## src/rtl/oau_pkg.sv

```systemverilog
package oau_pkg;
    localparam int OFS_W     = 16;
    localparam int SEG_SHIFT = 4;
    localparam int PHYS_W    = OFS_W + SEG_SHIFT;
    localparam int NARROW_W  = 8;
    localparam int NPTR      = 4;
    localparam int PSEL_W    = $clog2(NPTR);

    typedef enum logic [2:0] {
        AM_DIRECT   = 3'd0,
        AM_INDIRECT = 3'd1,
        AM_BASED    = 3'd2,
        AM_INDEXED  = 3'd3,
        AM_BASE_IDX = 3'd4,
        AM_POST_INC = 3'd5,
        AM_PRE_DEC  = 3'd6,
        AM_BAD      = 3'd7
    } amode_e;

    typedef enum logic [PSEL_W-1:0] {
        PR_DBASE = 2'd0,
        PR_SBASE = 2'd1,
        PR_IDX0  = 2'd2,
        PR_IDX1  = 2'd3
    } ptr_e;

    typedef struct packed {
        logic [OFS_W-1:0]  offset;
        logic              use_stack;
        logic              wb_en;
        logic [PSEL_W-1:0] wb_sel;
        logic [OFS_W-1:0]  wb_val;
        logic              illegal;
    } ea_res_t;

    function automatic logic [OFS_W-1:0] widen_disp(input logic [OFS_W-1:0] d, input logic wide);
        return wide ? d : {{(OFS_W-NARROW_W){d[NARROW_W-1]}}, d[NARROW_W-1:0]};
    endfunction

    function automatic logic [OFS_W-1:0] size_step(input logic word);
        return word ? OFS_W'(2) : OFS_W'(1);
    endfunction
endpackage

```

## src/rtl/oau_ptr_file.sv

```systemverilog
module oau_ptr_file
    import oau_pkg::*;
(
    input  logic                        clk,
    input  logic                        rst,
    input  logic                        ld_en,
    input  logic [PSEL_W-1:0]           ld_sel,
    input  logic [OFS_W-1:0]            ld_data,
    input  logic                        upd_en,
    input  logic [PSEL_W-1:0]           upd_sel,
    input  logic [OFS_W-1:0]            upd_val,
    output logic [NPTR-1:0][OFS_W-1:0]  ptrs
);
    for (genvar g = 0; g < NPTR; g++) begin : g_ptr
        always_ff @(posedge clk) begin
            if (rst)
                ptrs[g] <= '0;
            else if (ld_en && ld_sel == PSEL_W'(g))
                ptrs[g] <= ld_data;
            else if (upd_en && upd_sel == PSEL_W'(g))
                ptrs[g] <= upd_val;
        end
    end
endmodule

```

## src/rtl/oau_offset_calc.sv

```systemverilog
module oau_offset_calc
    import oau_pkg::*;
(
    input  logic [2:0]                 mode,
    input  logic [OFS_W-1:0]           disp,
    input  logic                       disp_wide,
    input  logic                       base_sel,
    input  logic                       idx_sel,
    input  logic [PSEL_W-1:0]          ptr_sel,
    input  logic                       word_op,
    input  logic [NPTR-1:0][OFS_W-1:0] ptrs,
    output ea_res_t                    res
);
    logic [OFS_W-1:0] d_x, base_v, idx_v, ptr_v, step;

    always_comb begin
        d_x    = widen_disp(disp, disp_wide);
        base_v = base_sel ? ptrs[PR_SBASE] : ptrs[PR_DBASE];
        idx_v  = idx_sel  ? ptrs[PR_IDX1]  : ptrs[PR_IDX0];
        ptr_v  = ptrs[ptr_sel];
        step   = size_step(word_op);
        res    = '0;
        res.wb_sel = ptr_sel;
        unique case (amode_e'(mode))
            AM_DIRECT:   res.offset = d_x;
            AM_INDIRECT: begin
                res.offset    = ptr_v;
                res.use_stack = (ptr_sel == PR_SBASE);
            end
            AM_BASED: begin
                res.offset    = base_v + d_x;
                res.use_stack = base_sel;
            end
            AM_INDEXED:  res.offset = idx_v + d_x;
            AM_BASE_IDX: begin
                res.offset    = base_v + idx_v + d_x;
                res.use_stack = base_sel;
            end
            AM_POST_INC: begin
                res.offset    = ptr_v;
                res.use_stack = (ptr_sel == PR_SBASE);
                res.wb_en     = 1'b1;
                res.wb_val    = ptr_v + step;
            end
            AM_PRE_DEC: begin
                res.offset    = ptr_v - step;
                res.use_stack = (ptr_sel == PR_SBASE);
                res.wb_en     = 1'b1;
                res.wb_val    = ptr_v - step;
            end
            default:     res.illegal = 1'b1;
        endcase
    end
endmodule

```

## src/rtl/oau_phys_calc.sv

```systemverilog
module oau_phys_calc
    import oau_pkg::*;
(
    input  logic [OFS_W-1:0]  seg,
    input  logic [OFS_W-1:0]  offset,
    output logic [PHYS_W-1:0] phys
);
    assign phys = (PHYS_W'(seg) << SEG_SHIFT) + PHYS_W'(offset);
endmodule

```

## src/rtl/operand_addr_unit.sv

```systemverilog
module operand_addr_unit
    import oau_pkg::*;
(
    input  logic              clk,
    input  logic              rst,
    input  logic              issue,
    input  logic [2:0]        mode,
    input  logic [15:0]       disp,
    input  logic              disp_wide,
    input  logic              base_sel,
    input  logic              idx_sel,
    input  logic [1:0]        ptr_sel,
    input  logic              word_op,
    input  logic [15:0]       seg_data,
    input  logic [15:0]       seg_stack,
    input  logic              ld_en,
    input  logic [1:0]        ld_sel,
    input  logic [15:0]       ld_data,
    output logic              out_valid,
    output logic [15:0]       out_offset,
    output logic [19:0]       out_phys,
    output logic              out_illegal
);
    logic [NPTR-1:0][OFS_W-1:0] ptrs;
    ea_res_t                    res;
    logic [OFS_W-1:0]           seg_pick;
    logic [PHYS_W-1:0]          phys_c;

    oau_ptr_file u_ptrs (
        .clk     (clk),
        .rst     (rst),
        .ld_en   (ld_en),
        .ld_sel  (ld_sel),
        .ld_data (ld_data),
        .upd_en  (issue && res.wb_en),
        .upd_sel (res.wb_sel),
        .upd_val (res.wb_val),
        .ptrs    (ptrs)
    );

    oau_offset_calc u_ofs (
        .mode      (mode),
        .disp      (disp),
        .disp_wide (disp_wide),
        .base_sel  (base_sel),
        .idx_sel   (idx_sel),
        .ptr_sel   (ptr_sel),
        .word_op   (word_op),
        .ptrs      (ptrs),
        .res       (res)
    );

    assign seg_pick = res.use_stack ? seg_stack : seg_data;

    oau_phys_calc u_phys (
        .seg    (seg_pick),
        .offset (res.offset),
        .phys   (phys_c)
    );

    always_ff @(posedge clk) begin
        if (rst) begin
            out_valid   <= 1'b0;
            out_offset  <= '0;
            out_phys    <= '0;
            out_illegal <= 1'b0;
        end else begin
            out_valid <= issue;
            if (issue) begin
                out_offset  <= res.offset;
                out_phys    <= res.illegal ? '0 : phys_c;
                out_illegal <= res.illegal;
            end
        end
    end
endmodule

```

## config.mk

```make
export PLATFORM = sky130hd
export DESIGN_NAME = operand_addr_unit
export DESIGN_NICKNAME = d
export VERILOG_FILES = /design/src/rtl/oau_pkg.sv /design/src/rtl/oau_ptr_file.sv /design/src/rtl/oau_offset_calc.sv /design/src/rtl/oau_phys_calc.sv /design/src/rtl/operand_addr_unit.sv
export SDC_FILE = /design/constraint.sdc
export NUM_CORES = 1
export LEC_CHECK = 0
export BUFFER_PORTS_ARGS = -buffer_cell sky130_fd_sc_hd__buf_2
export CAP_MARGIN = 40
export CELL_PAD_IN_SITES_DETAIL_PLACEMENT = 1
export CELL_PAD_IN_SITES_GLOBAL_PLACEMENT = 1
export CORE_MARGIN = 4
export CORE_UTILIZATION = 40
export CTS_CLUSTER_DIAMETER = 40
export DETAILED_ROUTE_END_ITERATION = 16
export PLACE_DENSITY_LB_ADDON = 0.2
export SLEW_MARGIN = 20
export SYNTH_ARGS = -nofsm -noshare
export SYNTH_HDL_FRONTEND = slang
export SYNTH_SLANG_ARGS = --single-unit
```

## constraint.sdc

```tcl
create_clock -name clk -period 5.85 [get_ports clk]
set_input_delay 0.585 -clock clk [delete_from_list [all_inputs] [get_ports clk]]
set_output_delay 0.585 -clock clk [all_outputs]
set_load 0.01 [all_outputs]
```

==> results of run 1 <==
-- cell type report --
class / instances / area share
flip-flops and latches: 102 / 0.201
clock inverters: 6 / 0.00530
well taps: 280 / 0.0345
repair buffers: 159 / 0.0890
clock buffers: 10 / 0.0226
diodes: 1 / 0.000246
multi-input cells: 911 / 0.637
inverters: 28 / 0.0104
-- metrics by stage --
step | setup TNS (ns) | std cells | hold WS, ns
2_1_floorplan | 0 | 1113 | 0.467
3_3_place_gp | 0 | 1480 | 0.433
3_5_place_dp | -0.0868 | 1480 | 0.436
4_1_cts | 0 | 1496 | 0.449
5_1_grt | 0 | 1497 | 0.459
6_report | 0 | 1497 | 0.447
-- synthesized netlist by cell type, drive strengths merged (19+ instances only) --
master and n:
a211oi 73, a21o 19, a21oi 115, clkbuf 62, dfxtp 102, fa 20, ha 45, inv 28
mux2 52, mux2i 25, nand2 77, nor2 187, o21ai 42, xnor2 35, xor2 22
-- worst max path at each step --
stage / from / end / slack, ns
5_1_grt: base_sel / out_phys[14]$_SDFFE_PP0P_ / 0.02
3_3_place_gp: idx_sel / out_phys[18]$_SDFFE_PP0P_ / 0.12
3_5_place_dp: base_sel / out_phys[16]$_SDFFE_PP0P_ / -0.05
2_1_floorplan: base_sel / out_phys[15]$_SDFFE_PP0P_ / 0.05
4_1_cts: base_sel / out_phys[16]$_SDFFE_PP0P_ / 0.31
6_report: base_sel / out_phys[19]$_SDFFE_PP0P_ / 0.38
-- cells by family after synthesis --
kind of cell    Yosys count  share of synthesized area
buf+inv                 100                     0.0442
flops                   102                      0.230
compound gates          329                      0.241
xor+xnor                 57                     0.0563
fa+ha+maj                65                      0.109
simple gates            367                      0.183
mux                      93                      0.136
-- worst reg2reg max path: cells and delay by family, from the launching register on --
family          cells  cell delay [ns]
fa+ha+maj           4             1.48
simple gates        5             0.59
compound gates     10             2.38
mux                 2             0.40
flops               1             0.35
xor+xnor            1             0.14
-- routing by layer --
metal  GRT usage  wire length [um]  vias to the layer above
met5           0                 0                        -
met4      0.0880               940                        0
met3      0.0296              1420                       56
met2       0.442             15300                      223
met1       0.346             14300                     4345
li1            -                 -                     4222
-- flip-flops by register name (all words and copies together) (netlist names) --
signal	cells
u_ptrs.ptrs	64
out_phys	20
out_offset	16
out_illegal	1
out_valid	1
-- power by group through the flow --
stage / combinational (uW) / clock (uW) / sequential, uW
after detailed placement: 836 / 0 / 794
after global routing: 944 / 643 / 784
after CTS: 845 / 617 / 778
after global placement: 819 / 0 / 792
after floorplan: 558 / 0 / 798
final: 856 / 600 / 778
==> impl_metrics.toml, run 1 <==
[run_status]
status = "complete, no violations"

[power_and_ir_drop]
total_power_uw = 2230
sw_frac_of_total = 0.375
comb_power_share = 0.383
p_int_uw = 1400
ir_drop_v = 0.000147
p_seq_frac = 0.348
power.density_nw_per_um2 = 220
p_clk_frac = 0.268
leakage_uw = 0.00439
power.switching_uw = 837

[clocking]
cts_sinks = 102
cts_buffers = 9
path_clk_slew_ns = 0.07
clock_latency_ns = 0.37
cts_resized = 0
holdBufCountCts = 0
clk_path_buf_depth = 2
cts-htree-levels = 3
root_buffer = "clkbuf_16"
cts_tree = "built"
post-cts-setup-buffers = 0

[drt]
via_per_inst = 5.91
drt.antenna.violating_nets = 0
dr.pass1.iters = 5
vias = 8846
drc = 0
first_iter_violations = 449
routed_wl_um = 32000
wl_per_cell_um = 21.4

[timing]
skew_ns = 0.0104
slew_headroom = 0.503
tightest_slew_ns = 0.742
fmax_mhz = 183
slew_viol_final = 0
setup_viol = 0
rsz0062_at_grt = "no"
period_needed_ns = 5.47
layout_setup_ws_ns = 0.376
period_share = 0.936
finalHoldViolations = 0

[yosys]
ys.flop_type = "dfxtp_1"
ys_ff_latch = 102
syn-cell-area_um2 = 8860
synthCells = 1113
yosysSeqAreaShare = 0.230
synth.area.top_cells = "dfxtp_1 23%, nor2_1 7.9%, mux2_2 6.6%"
synth_edf_count = 0
synth_cell_type_count = 62
synth.largest_area_cell = "dfxtp_1"
synth_nets = 1257
synth_top_area_frac = 0.230
synth_warnings = 0
syn_area_per_cell_um2 = 7.96
async_flop_share = 0

[global_routing]
grt_pass1_vias = 9025
grt_overflow_total = 0
track_usage = 0.261
grt_first_pass_wirelength_um = 50700
antenna_found_initial = 1
grt_max_degree = 65

[setup_path]
crit_top_cell = "o21ai_0"
startpoint_type = "input port"
required_ns = 6.14
crit_family = "compound AO/OA/AOI/OAI gates"
crit_fanout = 4
crit_chain = "buf_2, mux2_2, fa_1, ha_1, fa_1, a211oi_1, o21ai_0, a21oi_1, xnor2_1, mux2i_1, nor2_1, a21oi_1, o21ai_0, ha_1, nand2_1, o21ai_0, nand2_1, o31ai_1, nor4_2, o31ai_4, nand4b_1, a2111o_1, o211ai_1"
worst-path-stages = 23
max_stage_delay_ns = 0.50
crit_buf_inv = 1
crit_arrival_ns = 5.77
crit_type = "in -> reg"
end_kind = "flip-flop"
rr_worst_depth = 22
crit_slowest_cell = "fa_1"
r2r_start = "u_ptrs.ptrs[17]$_SDFFE_PP0P_"
rr_endpoint = "out_phys[19]$_SDFFE_PP0P_"
r2r_setup_slack_ns = 0.46

[placed_design]
gp_congestion = 0.908
dpl_cell_area_um2 = 9850
place_ws_ns = -0.0487
hpwl_um = 25000
port_buffers = 116

[die]
core_um2 = 21800
rows = 54
die_h_um = 157
die-area_um2 = 24600
die_w_um = 157
pin_count = 117
initial_core_util = 0.406

[finish]
drive_gt1_frac = 0.210
final_util = 0.465
regArea_um2 = 2040
syn_to_final_growth_pct = 14.6
fillers = 2703
mostFrequentLayoutCell = "nor2_1"
stdcell_area_um2 = 10200
mostFrequentLayoutCells = "185 x nor2_1, 116 x buf_2, 115 x a21oi_1"
final_nets = 1355
multi_input_comb_area_um2 = 6470

[min_path]
min_from = "out_phys[1]$_SDFFE_PP0P_"
min_path_type = "reg -> reg"
min_to = "out_phys[1]$_SDFFE_PP0P_"
whs_path_depth = 2

[flow_run]
maxCapViolCount = 0
No activity file was read; power rests on OpenSTA's default activity.
==> run 2, diff against run 1 <==
--- a/config.mk
+++ b/config.mk
@@ -14,6 +14,7 @@
 export CTS_CLUSTER_DIAMETER = 40
 export DETAILED_ROUTE_END_ITERATION = 16
 export PLACE_DENSITY_LB_ADDON = 0.2
+export RECOVER_POWER = 25
 export SLEW_MARGIN = 20
 export SYNTH_ARGS = -nofsm -noshare
 export SYNTH_HDL_FRONTEND = slang
==> impl_metrics.toml, run 2 (synthesized netlist as in run 1, its figures left out) <==
[clocking]
cts_tree = "built"
post-cts-setup-buffers = 0
cts-htree-levels = 3
clock_latency_ns = 0.37
path_clk_slew_ns = 0.07
root_buffer = "clkbuf_16"
holdBufCountCts = 0
cts_buffers = 9
cts_sinks = 102
clk_path_buf_depth = 2

[die]
rows = 54
core_um2 = 21800
die_h_um = 157
die_w_um = 157
initial_core_util = 0.406
die-area_um2 = 24600
pin_count = 117

[finish]
reg_top3 = "u_ptrs.ptrs x64, out_phys x20, out_offset x16"
mostFrequentLayoutCells = "185 x nor2_1, 115 x a21oi_1, 102 x dfxtp_1"
fillers = 2717
drive_gt1_frac = 0.181
final_nets = 1355
top_register = "u_ptrs.ptrs"
final_util = 0.463
mostFrequentLayoutCell = "nor2_1"
syn_to_final_growth_pct = 14.1
finalNonFillerCells = 1497
largest_register_ff_count = 64

[drt]
wl_per_cell_um = 21.4
drc = 0
via_per_inst = 5.89
first_iter_violations = 463
vias = 8818
drt.antenna.violating_nets = 0
dr.pass1.iters = 5
routed_wl_um = 32100

[setup_path]
crit_slowest_cell = "fa_1"
required_ns = 6.14
startpoint_type = "input port"
crit_top_cell = "o21ai_0"
max_stage_delay_ns = 0.50
crit_arrival_ns = 5.77
crit_chain = "buf_2, mux2_2, fa_1, ha_1, fa_1, a211oi_1, o21ai_0, a21oi_1, xnor2_1, mux2i_1, nor2_1, a21oi_1, o21ai_0, ha_1, nand2_1, o21ai_0, nand2_1, o31ai_1, nor4_2, o31ai_4, nand4b_1, a2111o_1, o211ai_1"
crit_buf_inv = 1
crit_family = "compound AO/OA/AOI/OAI gates"
crit_type = "in -> reg"
crit_fanout = 4
end_kind = "flip-flop"

[timing]
period_needed_ns = 5.48
skew_ns = 0.0127
tightest_slew_ns = 0.825
finalHoldViolations = 0
setup_viol = 0
fmax_mhz = 183
slew_viol_final = 0
slew_headroom = 0.450
period_share = 0.936
rsz0062_at_grt = "no"

[global_routing]
grt_max_degree = 65
antenna_found_initial = 1
track_usage = 0.261
grt_first_pass_wirelength_um = 50700
grt_pass1_vias = 9025
grt_overflow_total = 0

[flow_run]
maxCapViolCount = 0

[min_path]
min_path_type = "reg -> reg"

[power_and_ir_drop]
leakage_uw = 0.00425
ir_drop_v = 0.000148
power.density_nw_per_um2 = 221

[run_status]
status = "complete, no violations"

[placed_design]
gp_congestion = 0.908
port_buffers = 116
dp_cells = 1480
hpwl_um = 25000
==> run 2: cell count changes in the layout (fill, tap and decap cells not counted), sizes merged <==
| cell | delta |
|---|---|
| buf | -35 |
| clkbuf | +35 |
==> run 2: report_power, final <==
part	internal (uW)	total [uW]	switching [uW]	leakage, uW
clock network	296	602	306	0.000135
registers	744	779	34.5	0.000834
logic	349	849	500	0.00328
==> run 2: cell type report <==
| class | count | area (um^2) | area share |
|---|---|---|---|
| clock inverter | 6 | 53.8 | 0.00532 |
| sequential | 102 | 2040 | 0.202 |
| timing repair buffer | 159 | 860 | 0.0850 |
| clock buffer | 10 | 229 | 0.0227 |
| multi-input combinational | 911 | 6470 | 0.640 |
| tap | 280 | 350 | 0.0347 |
| inverter | 28 | 105 | 0.0104 |
| antenna | 1 | 2.50 | 0.000248 |
==> run 2: routing by layer <==
layer	vias to the layer above	track usage	wire length [um]	part of all wire
met5	-	0	0	0
met4	0	0.0880	919	0.029
met3	54	0.0296	1300	0.041
met2	208	0.442	15300	0.48
met1	4335	0.346	14500	0.45
li1	4221	-	-	-
==> run 2: repair_timing <==
item,in CTS,in global routing
resized for setup,0,4
setup endpoints to repair,0,4
endpoints found under the hold margin,0,0
==> run 2: per-stage QoR <==
| step | area, um^2 | worst slack, ns | hold slack (ns) | setup TNS (ns) | total power [uW] |
|---|---|---|---|---|---|
| 2_1_floorplan | 8870 | 0.0453 | 0.467 | 0 | 1360 |
| 3_3_place_gp | 9850 | 0.124 | 0.433 | 0 | 1610 |
| 3_5_place_dp | 9850 | -0.0487 | 0.436 | -0.0868 | 1630 |
| 4_1_cts | 10100 | 0.311 | 0.449 | 0 | 2240 |
| 5_1_grt | 10100 | 0.0185 | 0.464 | 0 | 2360 |
| 6_report | 10100 | 0.373 | 0.450 | 0 | 2230 |
==> run 2: tightest hold or removal path, stage by stage, from the launching register on <==
cell	delay [ns]
dfxtp_1	0.31
nand2_1	0.05
nand2_1	0.04
==> run 2: path summary, 6_finish.rpt <==
| check | start | end | slack [ns] | depth (start not counted) |
|---|---|---|---|---|
| max | base_sel | out_phys[19]$_SDFFE_PP0P_ | 0.37 | 23 |
| min reg2reg | out_phys[1]$_SDFFE_PP0P_ | out_phys[1]$_SDFFE_PP0P_ | 0.45 | 2 |
| min | out_phys[1]$_SDFFE_PP0P_ | out_phys[1]$_SDFFE_PP0P_ | 0.45 | 2 |
| max reg2reg | u_ptrs.ptrs[17]$_SDFFE_PP0P_ | out_phys[19]$_SDFFE_PP0P_ | 0.46 | 22 |
